`config.mk`:
```
export PLATFORM = sky130hd
export DESIGN_NAME = dbg_flash_guard
export DESIGN_NICKNAME = d
export VERILOG_FILES = /design/src/rtl/flg_pkg.sv /design/src/rtl/flg_rst_sync.sv /design/src/rtl/flg_lock_loader.sv /design/src/rtl/flg_decide.sv /design/src/rtl/flg_resp.sv /design/src/rtl/dbg_flash_guard.sv
export SDC_FILE = /design/constraint.sdc
export NUM_CORES = 1
export LEC_CHECK = 0
export CORE_UTILIZATION = 37
export CTS_CLUSTER_DIAMETER = 100
export DETAILED_ROUTE_END_ITERATION = 10
export GPL_ROUTABILITY_DRIVEN = 0
export GPL_TIMING_DRIVEN = 0
export PLACE_DENSITY = 0.82
export SYNTH_ARGS = -nofsm -noshare
export SYNTH_HDL_FRONTEND = slang
export SYNTH_SLANG_ARGS = --single-unit
```
`constraint.sdc`:
```
create_clock -name clk -period 1.6 [get_ports clk]
set_input_delay 0.32 -clock clk [delete_from_list [all_inputs] [get_ports clk]]
set_output_delay 0.32 -clock clk [all_outputs]
set_load 0.005 [all_outputs]
```
`src/rtl/flg_pkg.sv`:
```
package flg_pkg;

  typedef enum logic [1:0] {
    OP_READ  = 2'b00,
    OP_WRITE = 2'b01,
    OP_ERASE = 2'b10,
    OP_RSVD  = 2'b11
  } flg_op_e;

  typedef enum logic [1:0] {
    LD_RDLK  = 2'b00,
    LD_WELK  = 2'b01,
    LD_DONE  = 2'b10,
    LD_READY = 2'b11
  } flg_ld_e;

endpackage

```
`src/rtl/flg_rst_sync.sv`:
```
module flg_rst_sync #(
  parameter int STAGES = 2
) (
  input  logic clk,
  input  logic rst_n,
  output logic rst_sync_n
);

  logic [STAGES-1:0] sync_q;
  logic [STAGES-1:0] sync_d;

  always_comb begin
    sync_d = {sync_q[STAGES-2:0], 1'b1};
  end

  always_ff @(posedge clk or negedge rst_n) begin
    if (!rst_n) begin
      sync_q <= '0;
    end else begin
      sync_q <= sync_d;
    end
  end

  assign rst_sync_n = sync_q[STAGES-1];

endmodule

```
`src/rtl/flg_lock_loader.sv`:
```
module flg_lock_loader
  import flg_pkg::*;
#(
  parameter int          ADDR_W       = 16,
  parameter int          DATA_W       = 8,
  parameter int          NUM_BLOCKS   = 8,
  parameter int unsigned RD_LOCK_ADDR = 32'h1DFF,
  parameter int unsigned WE_LOCK_ADDR = 32'h1DFE
) (
  input  logic                  clk,
  input  logic                  rst_n,
  input  logic [DATA_W-1:0]     arr_rdata,
  output logic                  ld_rd_en,
  output logic [ADDR_W-1:0]     ld_addr,
  output logic [NUM_BLOCKS-1:0] rd_lock,
  output logic [NUM_BLOCKS-1:0] we_lock,
  output logic                  ready
);

  flg_ld_e state_q, state_d;
  logic    rd_cap_en, we_cap_en;

  // next-state and fetch control
  always_comb begin
    state_d   = state_q;
    ld_rd_en  = 1'b0;
    ld_addr   = ADDR_W'(RD_LOCK_ADDR);
    rd_cap_en = 1'b0;
    we_cap_en = 1'b0;
    unique case (state_q)
      LD_RDLK: begin
        ld_rd_en = 1'b1;
        ld_addr  = ADDR_W'(RD_LOCK_ADDR);
        state_d  = LD_WELK;
      end
      LD_WELK: begin
        ld_rd_en  = 1'b1;
        ld_addr   = ADDR_W'(WE_LOCK_ADDR);
        rd_cap_en = 1'b1;
        state_d   = LD_DONE;
      end
      LD_DONE: begin
        we_cap_en = 1'b1;
        state_d   = LD_READY;
      end
      default: begin
        state_d = LD_READY;
      end
    endcase
  end

  // registers; locks reset to all-locked until captured
  always_ff @(posedge clk or negedge rst_n) begin
    if (!rst_n) begin
      state_q <= LD_RDLK;
      rd_lock <= '0;
      we_lock <= '0;
    end else begin
      state_q <= state_d;
      if (rd_cap_en) begin
        rd_lock <= arr_rdata[NUM_BLOCKS-1:0];
      end
      if (we_cap_en) begin
        we_lock <= arr_rdata[NUM_BLOCKS-1:0];
      end
    end
  end

  assign ready = (state_q == LD_READY);

endmodule

```
`src/rtl/flg_decide.sv`:
```
module flg_decide
  import flg_pkg::*;
#(
  parameter int ADDR_W     = 16,
  parameter int BLK_SHIFT  = 10,
  parameter int NUM_BLOCKS = 8
) (
  input  logic [ADDR_W-1:0]     addr,
  input  logic [1:0]            op,
  input  logic [NUM_BLOCKS-1:0] rd_lock,
  input  logic [NUM_BLOCKS-1:0] we_lock,
  output logic                  allow
);

  localparam int IDX_W = ADDR_W - BLK_SHIFT;

  logic [IDX_W-1:0]      blk_idx;
  logic [NUM_BLOCKS-1:0] blk_hit;
  logic                  rd_open, we_open;

  assign blk_idx = addr[ADDR_W-1:BLK_SHIFT];

  // one-hot block decode; an index past the last block hits nothing
  for (genvar b = 0; b < NUM_BLOCKS; b++) begin : g_hit
    assign blk_hit[b] = (blk_idx == IDX_W'(b));
  end

  assign rd_open = ~|(blk_hit & ~rd_lock);
  assign we_open = ~|(blk_hit & ~we_lock);

  always_comb begin
    unique case (op)
      OP_READ:  allow = rd_open;
      OP_WRITE: allow = we_open;
      OP_ERASE: allow = we_open;
      default:  allow = 1'b0;
    endcase
  end

endmodule

```
`src/rtl/flg_resp.sv`:
```
module flg_resp #(
  parameter int DATA_W = 8
) (
  input  logic              clk,
  input  logic              rst_n,
  input  logic              fire,
  input  logic              allow,
  input  logic              is_read,
  input  logic [DATA_W-1:0] arr_rdata,
  output logic              resp_valid,
  output logic              resp_allow,
  output logic              resp_deny,
  output logic [DATA_W-1:0] rd_data
);

  logic valid_q, allow_q, pass_q;
  logic valid_d, allow_d, pass_d;

  always_comb begin
    valid_d = fire;
    allow_d = fire & allow;
    pass_d  = fire & allow & is_read;
  end

  always_ff @(posedge clk or negedge rst_n) begin
    if (!rst_n) begin
      valid_q <= 1'b0;
      allow_q <= 1'b0;
      pass_q  <= 1'b0;
    end else begin
      valid_q <= valid_d;
      allow_q <= allow_d;
      pass_q  <= pass_d;
    end
  end

  assign resp_valid = valid_q;
  assign resp_allow = allow_q;
  assign resp_deny  = valid_q & ~allow_q;
  assign rd_data    = pass_q ? arr_rdata : '0;

endmodule

```
`src/rtl/dbg_flash_guard.sv`:
```
module dbg_flash_guard
  import flg_pkg::*;
#(
  parameter int          ADDR_W       = 16,
  parameter int          DATA_W       = 8,
  parameter int          BLK_SHIFT    = 10,
  parameter int          NUM_BLOCKS   = 8,
  parameter int unsigned RD_LOCK_ADDR = 32'h1DFF,
  parameter int unsigned WE_LOCK_ADDR = 32'h1DFE
) (
  input  logic              clk,
  input  logic              rst_n,
  input  logic              req_valid,
  input  logic [1:0]        req_op,
  input  logic [ADDR_W-1:0] req_addr,
  output logic              req_ready,
  output logic              resp_valid,
  output logic              resp_allow,
  output logic              resp_deny,
  output logic [DATA_W-1:0] rd_data,
  output logic              arr_rd_en,
  output logic              arr_wr_en,
  output logic              arr_erase_en,
  output logic [ADDR_W-1:0] arr_addr,
  input  logic [DATA_W-1:0] arr_rdata
);

  logic                  rst_s_n;
  logic                  ld_rd_en;
  logic [ADDR_W-1:0]     ld_addr;
  logic [NUM_BLOCKS-1:0] rd_lock, we_lock;
  logic                  ready, allow, fire;

  flg_rst_sync #(.STAGES(2)) u_rst (
    .clk        (clk),
    .rst_n      (rst_n),
    .rst_sync_n (rst_s_n)
  );

  flg_lock_loader #(
    .ADDR_W       (ADDR_W),
    .DATA_W       (DATA_W),
    .NUM_BLOCKS   (NUM_BLOCKS),
    .RD_LOCK_ADDR (RD_LOCK_ADDR),
    .WE_LOCK_ADDR (WE_LOCK_ADDR)
  ) u_load (
    .clk       (clk),
    .rst_n     (rst_s_n),
    .arr_rdata (arr_rdata),
    .ld_rd_en  (ld_rd_en),
    .ld_addr   (ld_addr),
    .rd_lock   (rd_lock),
    .we_lock   (we_lock),
    .ready     (ready)
  );

  flg_decide #(
    .ADDR_W     (ADDR_W),
    .BLK_SHIFT  (BLK_SHIFT),
    .NUM_BLOCKS (NUM_BLOCKS)
  ) u_dec (
    .addr    (req_addr),
    .op      (req_op),
    .rd_lock (rd_lock),
    .we_lock (we_lock),
    .allow   (allow)
  );

  assign fire = req_valid & ready;

  flg_resp #(.DATA_W(DATA_W)) u_resp (
    .clk        (clk),
    .rst_n      (rst_s_n),
    .fire       (fire),
    .allow      (allow),
    .is_read    (req_op == OP_READ),
    .arr_rdata  (arr_rdata),
    .resp_valid (resp_valid),
    .resp_allow (resp_allow),
    .resp_deny  (resp_deny),
    .rd_data    (rd_data)
  );

  assign req_ready    = ready;
  assign arr_rd_en    = ready ? (fire & allow & (req_op == OP_READ)) : ld_rd_en;
  assign arr_wr_en    = fire & allow & (req_op == OP_WRITE);
  assign arr_erase_en = fire & allow & (req_op == OP_ERASE);
  assign arr_addr     = ready ? req_addr : ld_addr;

endmodule

```
[Word level (Yosys, flattened, before mapping)]
Cells that the tools add are included.
W data, S select, Z words.
Operators by class
  muxes and demuxes: 9
  $add $sub $neg: 0
  bitwise gates (word level): 11
  multipliers: 0
  equality and inequality tests: 12
  reductions and logical operators: 9
  divide/modulo/power cells: 0
  shifts and indexed selects: 0
  $lt $le $gt $ge: 0
Operator list (count)
  $eq A6 B3 Y1 const B: 4
  $and A8 B8 Y8: 2
  $mux W16: 1
  $not A8 Y8: 2
  $reduce_or A8 Y1: 2
  $eq A6 B2 Y1 const B: 2
  $mux W8: 1
  $and A1 B1 Y1: 6
  $eq A2 B2 Y1 const B: 3
  $eq A6 B1 Y1 const B: 1
  $logic_not A6 Y1: 1
  $mux W1: 5
  $eq A2 B1 Y1 const B: 2
  $logic_not A2 Y1: 2
  $pmux W2 S2: 1
  $reduce_or A2 Y1: 2
  $logic_not A1 Y1: 2
  $pmux W1 S2: 1
  $not A1 Y1: 1
Word-level totals
  ROM bits: 0
  memories: 0
  register bits: 23
  output and inout bits: 31
  memory bits (writable): 0
  input port bits: 29
  word-level logic and storage cells: 48
  latch bits: 0

[Logic depth before layout (Yosys ltp)]
Gate-level depths: netlist (run 1).
  word-level depth: 8
  depth in mapped cells: 6
  gate-level depth less buffers: 6

[Cells and area by module]
A second synthesis (run 1) with hierarchy kept.
Unflattened totals
  cell total of the unflattened synthesis: 127
  area total of the unflattened synthesis: 1561.5 um^2
By module, submodules not included
  flg_lock_loader: times used 1, cells an instance 59, seq. area each 450.4 um^2, area each 840.8 um^2
  dbg_flash_guard: times used 1, cells an instance 25, seq. area each 0.0 um^2, area each 309.0 um^2
  flg_decide: times used 1, cells an instance 26, seq. area each 0.0 um^2, area each 214.0 um^2
  flg_resp: times used 1, cells an instance 14, seq. area each 75.1 um^2, area each 143.9 um^2
  flg_rst_sync: times used 1, cells an instance 3, seq. area each 50.0 um^2, area each 53.8 um^2

[Worst setup path before layout (run 1)]
Ideal clock, no wire load.
  kind: input port to output port
  start: input req_addr[10]
  end: output arr_erase_en
  data arrival time: 1.353 ns
  stages on the path: 6
  buffers on the path: 1
  required time: 1.280 ns
  setup slack: -0.073 ns
  cells stage by stage: buf_6 -> mux2_4 -> o221a_1 -> o22ai_2 -> a21o_2 -> a21boi_1
Between the ends
  cells in the longest elaborated chain, start to end: 7
  elaborated cells on any way between the ends: 17
  classes of those cells: 7 x eq/ne; 1 x mux; 4 x bitwise; 5 x reduce/logical
Ends and longest elaborated chain
  start, declared: line dbg_flash_guard.sv:15  | input logic [ADDR_W-1:0] req_addr,
  $eq A6 B1 Y1, or another cell as far along: line flg_decide.sv:25  | assign blk_hit[b] = (blk_idx == IDX_W'(b));
  $and A8 B8 Y8 (on tied branches): line flg_decide.sv:29, flg_decide.sv:28
  $reduce_or A8 Y1 (on tied branches): line flg_decide.sv:29, flg_decide.sv:28
  $logic_not A1 Y1 (on tied branches): line flg_decide.sv:29, flg_decide.sv:28
  $pmux W1 S2 *: line flg_decide.sv:32  | unique case (op)
  $and A1 B1 Y1 * (2 in a row): line dbg_flash_guard.sv:87  | assign arr_erase_en = fire & allow & (req_op == OP_ERASE);
  end, declared: line dbg_flash_guard.sv:23  | output logic arr_erase_en,
Mark *: on every way between the ends. The rest lies on a longest branch, timed or not.

[Worst setup path in the final report (run 1)]
  start: register u_load.we_lock[1]
  end: output arr_wr_en
Between the ends
  cells in the longest elaborated chain, start to end: 7
Ends and longest elaborated chain
  start, declared: line flg_lock_loader.sv:16  | output logic [NUM_BLOCKS-1:0] we_lock,
  start signal, assigned: line flg_lock_loader.sv:64  | we_lock <= arr_rdata[NUM_BLOCKS-1:0];
  $not A8 Y8: line flg_decide.sv:29  | assign we_open = ~|(blk_hit & ~we_lock);
  $and A8 B8 Y8: line flg_decide.sv:29
  $reduce_or A8 Y1: line flg_decide.sv:29
  $logic_not A1 Y1: line flg_decide.sv:29
  $pmux W1 S2: line flg_decide.sv:32
  $and A1 B1 Y1 (2 in a row): line dbg_flash_guard.sv:86  | assign arr_wr_en = fire & allow & (req_op == OP_WRITE);
  end, declared: line dbg_flash_guard.sv:22  | output logic arr_wr_en,
Every way passes these cells.

==> impl_metrics.env, run 1 <==
export IMPL_cts_tree="done"
export IMPL_drtAntennaViolNets=0
export IMPL_power_density_nw_per_um2=566
export IMPL_clk_latency_ns=0.31
export IMPL_place_area_sq_um=1910
export IMPL_die_x_um=61.1
export IMPL_hold_path_class="in2async"
export IMPL_rsz0062_at_grt="yes"
export IMPL_wl_per_cell_um=15.3
export IMPL_ys_seq_elements=23
export IMPL_cap_violations=0
export IMPL_crit_arrival_ns=1.82
export IMPL_clock_sinks=23
export IMPL_antenna_found_initial=0
export IMPL_fin_crit_ns=2.14
export IMPL_ctsHoldBuffers=0
export IMPL_hpwl_um=2540
export IMPL_synth_cell_types=32
export IMPL_final_util_pct=62.9
export IMPL_antennaDiodeCount=0
export IMPL_numPortBuffers=56
export IMPL_violations="setup timing"
export IMPL_syn_area_sq_um=1290
export IMPL_async_flop_share_pct=100
export IMPL_drt_iter0_drc=29
export IMPL_initial_utilization_pct=38.7
export IMPL_fin_area_sq_um=2100
export IMPL_dr_wl_met3_um=214
export IMPL_dr_pass1_iters=4
export IMPL_drive_gt1_share_pct=45.0
export IMPL_finalClockSkew_ns=0.00871
export IMPL_htree_levels=1
export IMPL_p_leak_uw=0.000964
export IMPL_min_period_over_period_pct=134
export IMPL_cts_root_buf="clkbuf_4"
export IMPL_syn_num_nets=151
export IMPL_synth_top_flop_cell="dfrtp_1"
export IMPL_yosys_warnings=0
export IMPL_finalWorstSetupSlack_ns=-0.544
export IMPL_yosysSeqAreaShare_pct=44.5
export IMPL_outcome="finished, violations left"
export IMPL_netlist_instances=118
export IMPL_cts_buffer_depth=2
export IMPL_top_layer_used="met4"
export IMPL_m1WireLength_um=1400
export IMPL_dieArea_sq_um=3730
export IMPL_wl_met2_um=1910
export IMPL_synth_edff_count=0
export IMPL_vias=1145
export IMPL_cts_made_buffers=3
export IMPL_cp_max_fo=3
export IMPL_critPathLaunchType="register"
export IMPL_grt_ovfl_total=0
export IMPL_worst_hold_slack_ns=0.157
export IMPL_fillers=284
export IMPL_final_max_slew_viol_count=0
export IMPL_crit_type="reg2out"
export IMPL_finalSetupViolations=15
export IMPL_grt_pass1_vias=1147
export IMPL_nNetsFinal=223
export IMPL_ios=60
export IMPL_vias_per_cell=4.87
export IMPL_syn_area_per_cell_sq_um=11.0
export IMPL_wl_um=3590
export IMPL_finalHoldViolations=0
export IMPL_relSlewSlack_pct=44.0
export IMPL_drcViolationCount=0
export IMPL_coreArea_sq_um=3340
export IMPL_syn_to_final_growth_pct=62.3
export IMPL_die_h_um=61.1
export IMPL_clkTransAtPathRegs_ns=0.13
export IMPL_row_count=21
export IMPL_grt_pass1_wl_um=5090
export IMPL_grt_max_degree=22
export IMPL_required_ns=1.28
export IMPL_worst_slew_pin_transition_ns=0.841
export IMPL_ir_worst_vdd_v=0.000577
export IMPL_grt_usage_pct=19.0
export IMPL_setup_worst_path_end_class="output port"
export IMPL_max_freq_ghz=0.466
==> routing by layer <==
metal  vias up  track usage (%)
met1       556             20.6
met2        40             35.2
met3         6             3.36
met4         0             9.74
li1        543                -
met5         -                0
==> area by class of cell <==
type | count | area, sq um | share of cell area (%)
plain buffers | 6 | 58.8 | 2.80
inverters | 5 | 18.8 | 0.894
well taps | 46 | 57.6 | 2.74
repair buffers | 68 | 638 | 30.4
flip-flops and latches | 23 | 578 | 27.5
multi-input cells | 83 | 721 | 34.3
clock buffers | 4 | 26.3 | 1.25
==> state kept, by name (all words and copies together) (netlist names) <==
signal and count:
u_resp.pass_q 1, u_load.rd_lock 8, u_resp.resp_allow 1, u_load.state_q 2, u_resp.resp_valid 1, u_load.we_lock 8
u_rst.sync_q 2
==> timing repair <==
action                     in CTS  in global routing
setup endpoints to repair      30                 26
gates cloned                    1                  0
setup buffers                   7                  5
resized for setup             136                 18
pin swaps                       9                  7
==> placed cells by master, fill, tap and decap left out, types with 2 or more instances in the layout <==
| cell | instances |
|---|---|
| clkdlybuf4s50_1 | 22 |
| buf_6 | 21 |
| dfrtp_1 | 21 |
| mux2_2 | 16 |
| buf_2 | 10 |
| or2_4 | 10 |
| and2_1 | 8 |
| nand2_1 | 7 |
| dlygate4sd2_1 | 6 |
| clkdlybuf4s15_1 | 6 |
| buf_4 | 5 |
| mux2i_1 | 5 |
| nor2b_1 | 3 |
| inv_2 | 3 |
| and3_4 | 3 |
| nand3_1 | 3 |
| ha_1 | 3 |
| clkbuf_4 | 3 |
| inv_1 | 2 |
| buf_8 | 2 |
| and3_1 | 2 |
| a21boi_1 | 2 |
| clkbuf_2 | 2 |
| dfrtp_2 | 2 |
==> through the flow <==
stage	cells	setup slack, ns	total power [uW]	setup TNS [ns]
after global routing	235	-0.594	1260	-3.99
after detailed placement	220	-1.17	915	-10.42
after floorplan	118	-0.0649	750	-0.130
after CTS	232	-0.572	1180	-3.10
final	235	-0.544	1190	-3.04
after global placement	220	-1.11	904	-9.33
==> worst max-delay path: stages, from the launching register on <==
cell      delay (ns)
dfrtp_1         0.41
mux2_4          0.26
o221a_1         0.26
o22ai_2         0.20
a21o_2          0.18
a21boi_1        0.06
buf_2           0.14
==> worst paths after layout <==
kind,start,endpoint,slack (ns),depth (start not counted)
setup / recovery,u_load.we_lock[1],arr_wr_en,-0.54,6
hold / removal,rst_n,u_rst.sync_q[0],0.16,1
setup reg to reg,u_load.state_q[1],u_load.we_lock[4],0.05,6
hold reg to reg,u_rst.sync_q[1],u_load.rd_lock[5],0.35,0
max in group asynchronous,u_rst.sync_q[1],u_load.state_q[0],0.69,0
min in group clk,u_rst.sync_q[0],u_rst.sync_q[1],0.37,0
==> power breakdown <==
group	total, uW	internal, uW	leakage [uW]	switching, uW
logic	287	187	0.000686	99.8
registers	634	609	0.000263	24.5
clock network	267	97.3	0.0000150	169
==> cells in the mapped netlist, types with 2 or more instances <==
| cell | instances | area, sq um |
|---|---|---|
| nand2_1 | 8 | 30.0 |
| nor2b_1 | 4 | 25.0 |
| dfrtp_1 | 23 | 576 |
| and3_1 | 5 | 31.3 |
| inv_1 | 5 | 18.8 |
| a21boi_1 | 2 | 15.0 |
| clkbuf_1 | 2 | 7.51 |
| buf_2 | 3 | 15.0 |
| ha_1 | 4 | 50.1 |
| mux2_2 | 16 | 180 |
| nand3_1 | 3 | 15.0 |
| mux2i_1 | 5 | 50.1 |
| and2_1 | 8 | 50.1 |
| buf_6 | 2 | 22.5 |
| or2_2 | 11 | 68.8 |
==> cells by family (layout without fill, tap and decap cells) <==
| kind of cell | after synthesis | count (layout) | synth area share [%] |
|---|---|---|---|
| and+or+nand+nor | 44 | 44 | 19.7 |
| DFF | 23 | 23 | 44.5 |
| other | 1 | 1 | 0.290 |
| muxes | 22 | 22 | 19.0 |
| buffers and inverters | 12 | 83 | 4.94 |
| adders and majority gates | 4 | 4 | 3.87 |
| AOI/OAI and AO/OA | 12 | 12 | 7.65 |
Note: power is estimated with default switching activity, not from simulation.
==> run 2, diff against run 1 <==
Settings changed: HOLD_SLACK_MARGIN set to 0.06.
==> results of run 2 <==
No change in the layout: final DEF, timing and power equal those of run 1.
==> run 3, diff against run 2 <==
--- a/config.mk
+++ b/config.mk
@@ -13,3 +13,3 @@
 export HOLD_SLACK_MARGIN = 0.06
-export PLACE_DENSITY = 0.82
+export PLACE_DENSITY_LB_ADDON = 0.2
 export SYNTH_ARGS = -nofsm -noshare
==> constraint.sdc (replaced) <==
create_clock -name clk -period 1.6 [get_ports clk]
set_input_delay 0.24 -clock clk [delete_from_list [all_inputs] [get_ports clk]]
set_output_delay 0.24 -clock clk [all_outputs]
set_load 0.005 [all_outputs]
==> impl_metrics.env, run 3 (synthesized netlist as in run 1, its figures left out) <==
export IMPL_htree_levels=1
export IMPL_rsz0062_at_grt="yes"
export IMPL_cap_violations=0
export IMPL_grt_usage_pct=17.0
export IMPL_crit_type="reg2out"
export IMPL_drtAntennaViolNets=0
export IMPL_grt_ovfl_total=0
export IMPL_hold_path_class="in2async"
export IMPL_relSlewSlack_pct=45.7
export IMPL_vias=1141
export IMPL_fillers=256
export IMPL_max_freq_ghz=0.488
export IMPL_layout_commonest_cell="buf_6"
export IMPL_dr_pass1_iters=4
export IMPL_p_leak_uw=0.00106
export IMPL_ir_worst_vdd_v=0.000466
export IMPL_wl_per_cell_um=13.9
export IMPL_coreArea_sq_um=3340
export IMPL_finalSetupViolations=35
export IMPL_vias_per_cell=4.75
export IMPL_antennaDiodeCount=0
export IMPL_ios=60
export IMPL_final_max_slew_viol_count=0
export IMPL_finalWorstSetupSlack_ns=-0.447
export IMPL_wl_um=3330
export IMPL_min_period_over_period_pct=128
export IMPL_grt_pass1_wl_um=4610
export IMPL_drive_gt1_share_pct=48.5
export IMPL_antenna_found_initial=0
export IMPL_finalHoldViolations=0
export IMPL_worst_slew_pin_transition_ns=0.815
export IMPL_hpwl_um=2140
export IMPL_die_x_um=61.1
export IMPL_cp_max_fo=2
export IMPL_critPathLaunchType="register"
export IMPL_cp_buffers_inverters=2
export IMPL_fin_area_sq_um=2260
export IMPL_setup_worst_path_end_class="output port"
export IMPL_clk_latency_ns=0.30
export IMPL_place_area_sq_um=1910
export IMPL_required_ns=1.36
export IMPL_crit_arrival_ns=1.81
export IMPL_cts_root_buf="clkbuf_4"
export IMPL_numPortBuffers=56
export IMPL_drcViolationCount=0
export IMPL_final_cell_mix="buf_6 (30), clkdlybuf4s50_1 (25), dfrtp_1 (21), or2_4 (10), mux2_2 (9)"
export IMPL_cts_tree="done"
export IMPL_violations="setup timing"
export IMPL_nNetsFinal=228
export IMPL_cp_cell_sequence="mux2_4, o221a_1, o22ai_2, a21o_2, buf_6, a21boi_2, buf_2"
export IMPL_slowest_delay_ns=0.39
export IMPL_die_h_um=61.1
export IMPL_syn_to_final_growth_pct=74.8
export IMPL_clock_sinks=23
export IMPL_grt_pass1_vias=1025
export IMPL_power_density_nw_per_um2=525
export IMPL_finalClockSkew_ns=0.00249
export IMPL_post_place_ws_ns=-0.963
export IMPL_critical_path_top_delay_family="compound AO/OA/AOI/OAI gates"
export IMPL_fin_crit_ns=2.05
export IMPL_cts_made_buffers=3
export IMPL_row_count=21
export IMPL_drt_iter0_drc=19
export IMPL_reg_top3="u_load.rd_lock (8), u_load.we_lock (8)"
export IMPL_slowest_stage="dfrtp_1"
export IMPL_cts_buffer_depth=2
export IMPL_dieArea_sq_um=3730
export IMPL_grt_max_degree=22
export IMPL_clkTransAtPathRegs_ns=0.11
export IMPL_outcome="finished, violations left"
export IMPL_initial_utilization_pct=38.7
-- run 3: cell count changes in the layout (fill, tap and decap cells not counted), moves of 2 or more --
cell,before,now
and2_4,0,2
buf_6,21,30
and2_1,8,6
buf_4,5,2
mux2_4,1,8
clkdlybuf4s15_1,6,4
mux2_2,16,9
buf_2,10,6
clkdlybuf4s50_1,22,25
-- run 3: timing repair --
action | 4_1_cts | 5_1_grt
endpoints found under the setup margin | 28 | 42
gates cloned | 1 | 1
hold buffers | 0 | 0
pin swaps | 11 | 7
buffers inserted | 11 | 5
gates resized for setup | 116 | 55
-- run 3: final timing paths --
| kind | from | slack, ns | end | cells past startpoint |
|---|---|---|---|---|
| hold reg to reg | u_rst.sync_q[1] | 0.34 | u_load.we_lock[1] | 0 |
| setup / recovery | u_load.we_lock[0] | -0.45 | arr_wr_en | 7 |
| max in group asynchronous | u_rst.sync_q[1] | 0.70 | u_resp.pass_q | 0 |
| min in group clk | u_rst.sync_q[0] | 0.37 | u_rst.sync_q[1] | 0 |
| hold / removal | rst_n | 0.08 | u_rst.sync_q[1] | 1 |
| setup reg to reg | u_load.state_q[0] | -0.20 | u_load.we_lock[0] | 9 |
-- run 3: through the flow --
| stage | total power [uW] | hold slack [ns] | TNS, ns | util [%] | std cells |
|---|---|---|---|---|---|
| 2_1_floorplan | 749 | -0.0556 | 0 | - | 118 |
| 3_3_place_gp | 904 | 0.338 | -5.44 | 57.3 | 220 |
| 3_5_place_dp | 908 | 0.348 | -5.97 | 57.3 | 220 |
| 4_1_cts | 1180 | 0.0734 | -2.79 | 62.5 | 236 |
| 5_1_grt | 1270 | 0.0606 | -8.22 | 67.7 | 240 |
| 6_report | 1190 | 0.0832 | -6.09 | 67.7 | 240 |
-- run 3: where the power goes --
| part | total (uW) | internal (uW) | switching [uW] |
|---|---|---|---|
| clock network | 253 | 97.0 | 156 |
| registers | 634 | 609 | 25.4 |
| logic | 300 | 203 | 96.9 |
| total | 1190 | 909 | 278 |
-- run 3: area by class of cell --
cell class	count	area [sq um]	area share (%)
multi-input cells	83	771	34.1
repair buffers	73	739	32.7
flip-flops and latches	23	578	25.6
plain buffers	6	68.8	3.05
well taps	46	57.6	2.55
clock buffers	4	26.3	1.16
inverters	5	18.8	0.831
-- run 3: per-layer routing --
metal / GRT usage, % / routed length (um) / vias to the layer above / share of wire, %
met5: 0 / 0 / - / 0
met4: 5.19 / 0 / 0 / 0
met3: 3.36 / 221 / 0 / 6.6
met2: 30.7 / 1690 / 44 / 51
met1: 20.3 / 1420 / 543 / 43
li1: - / - / 554 / -
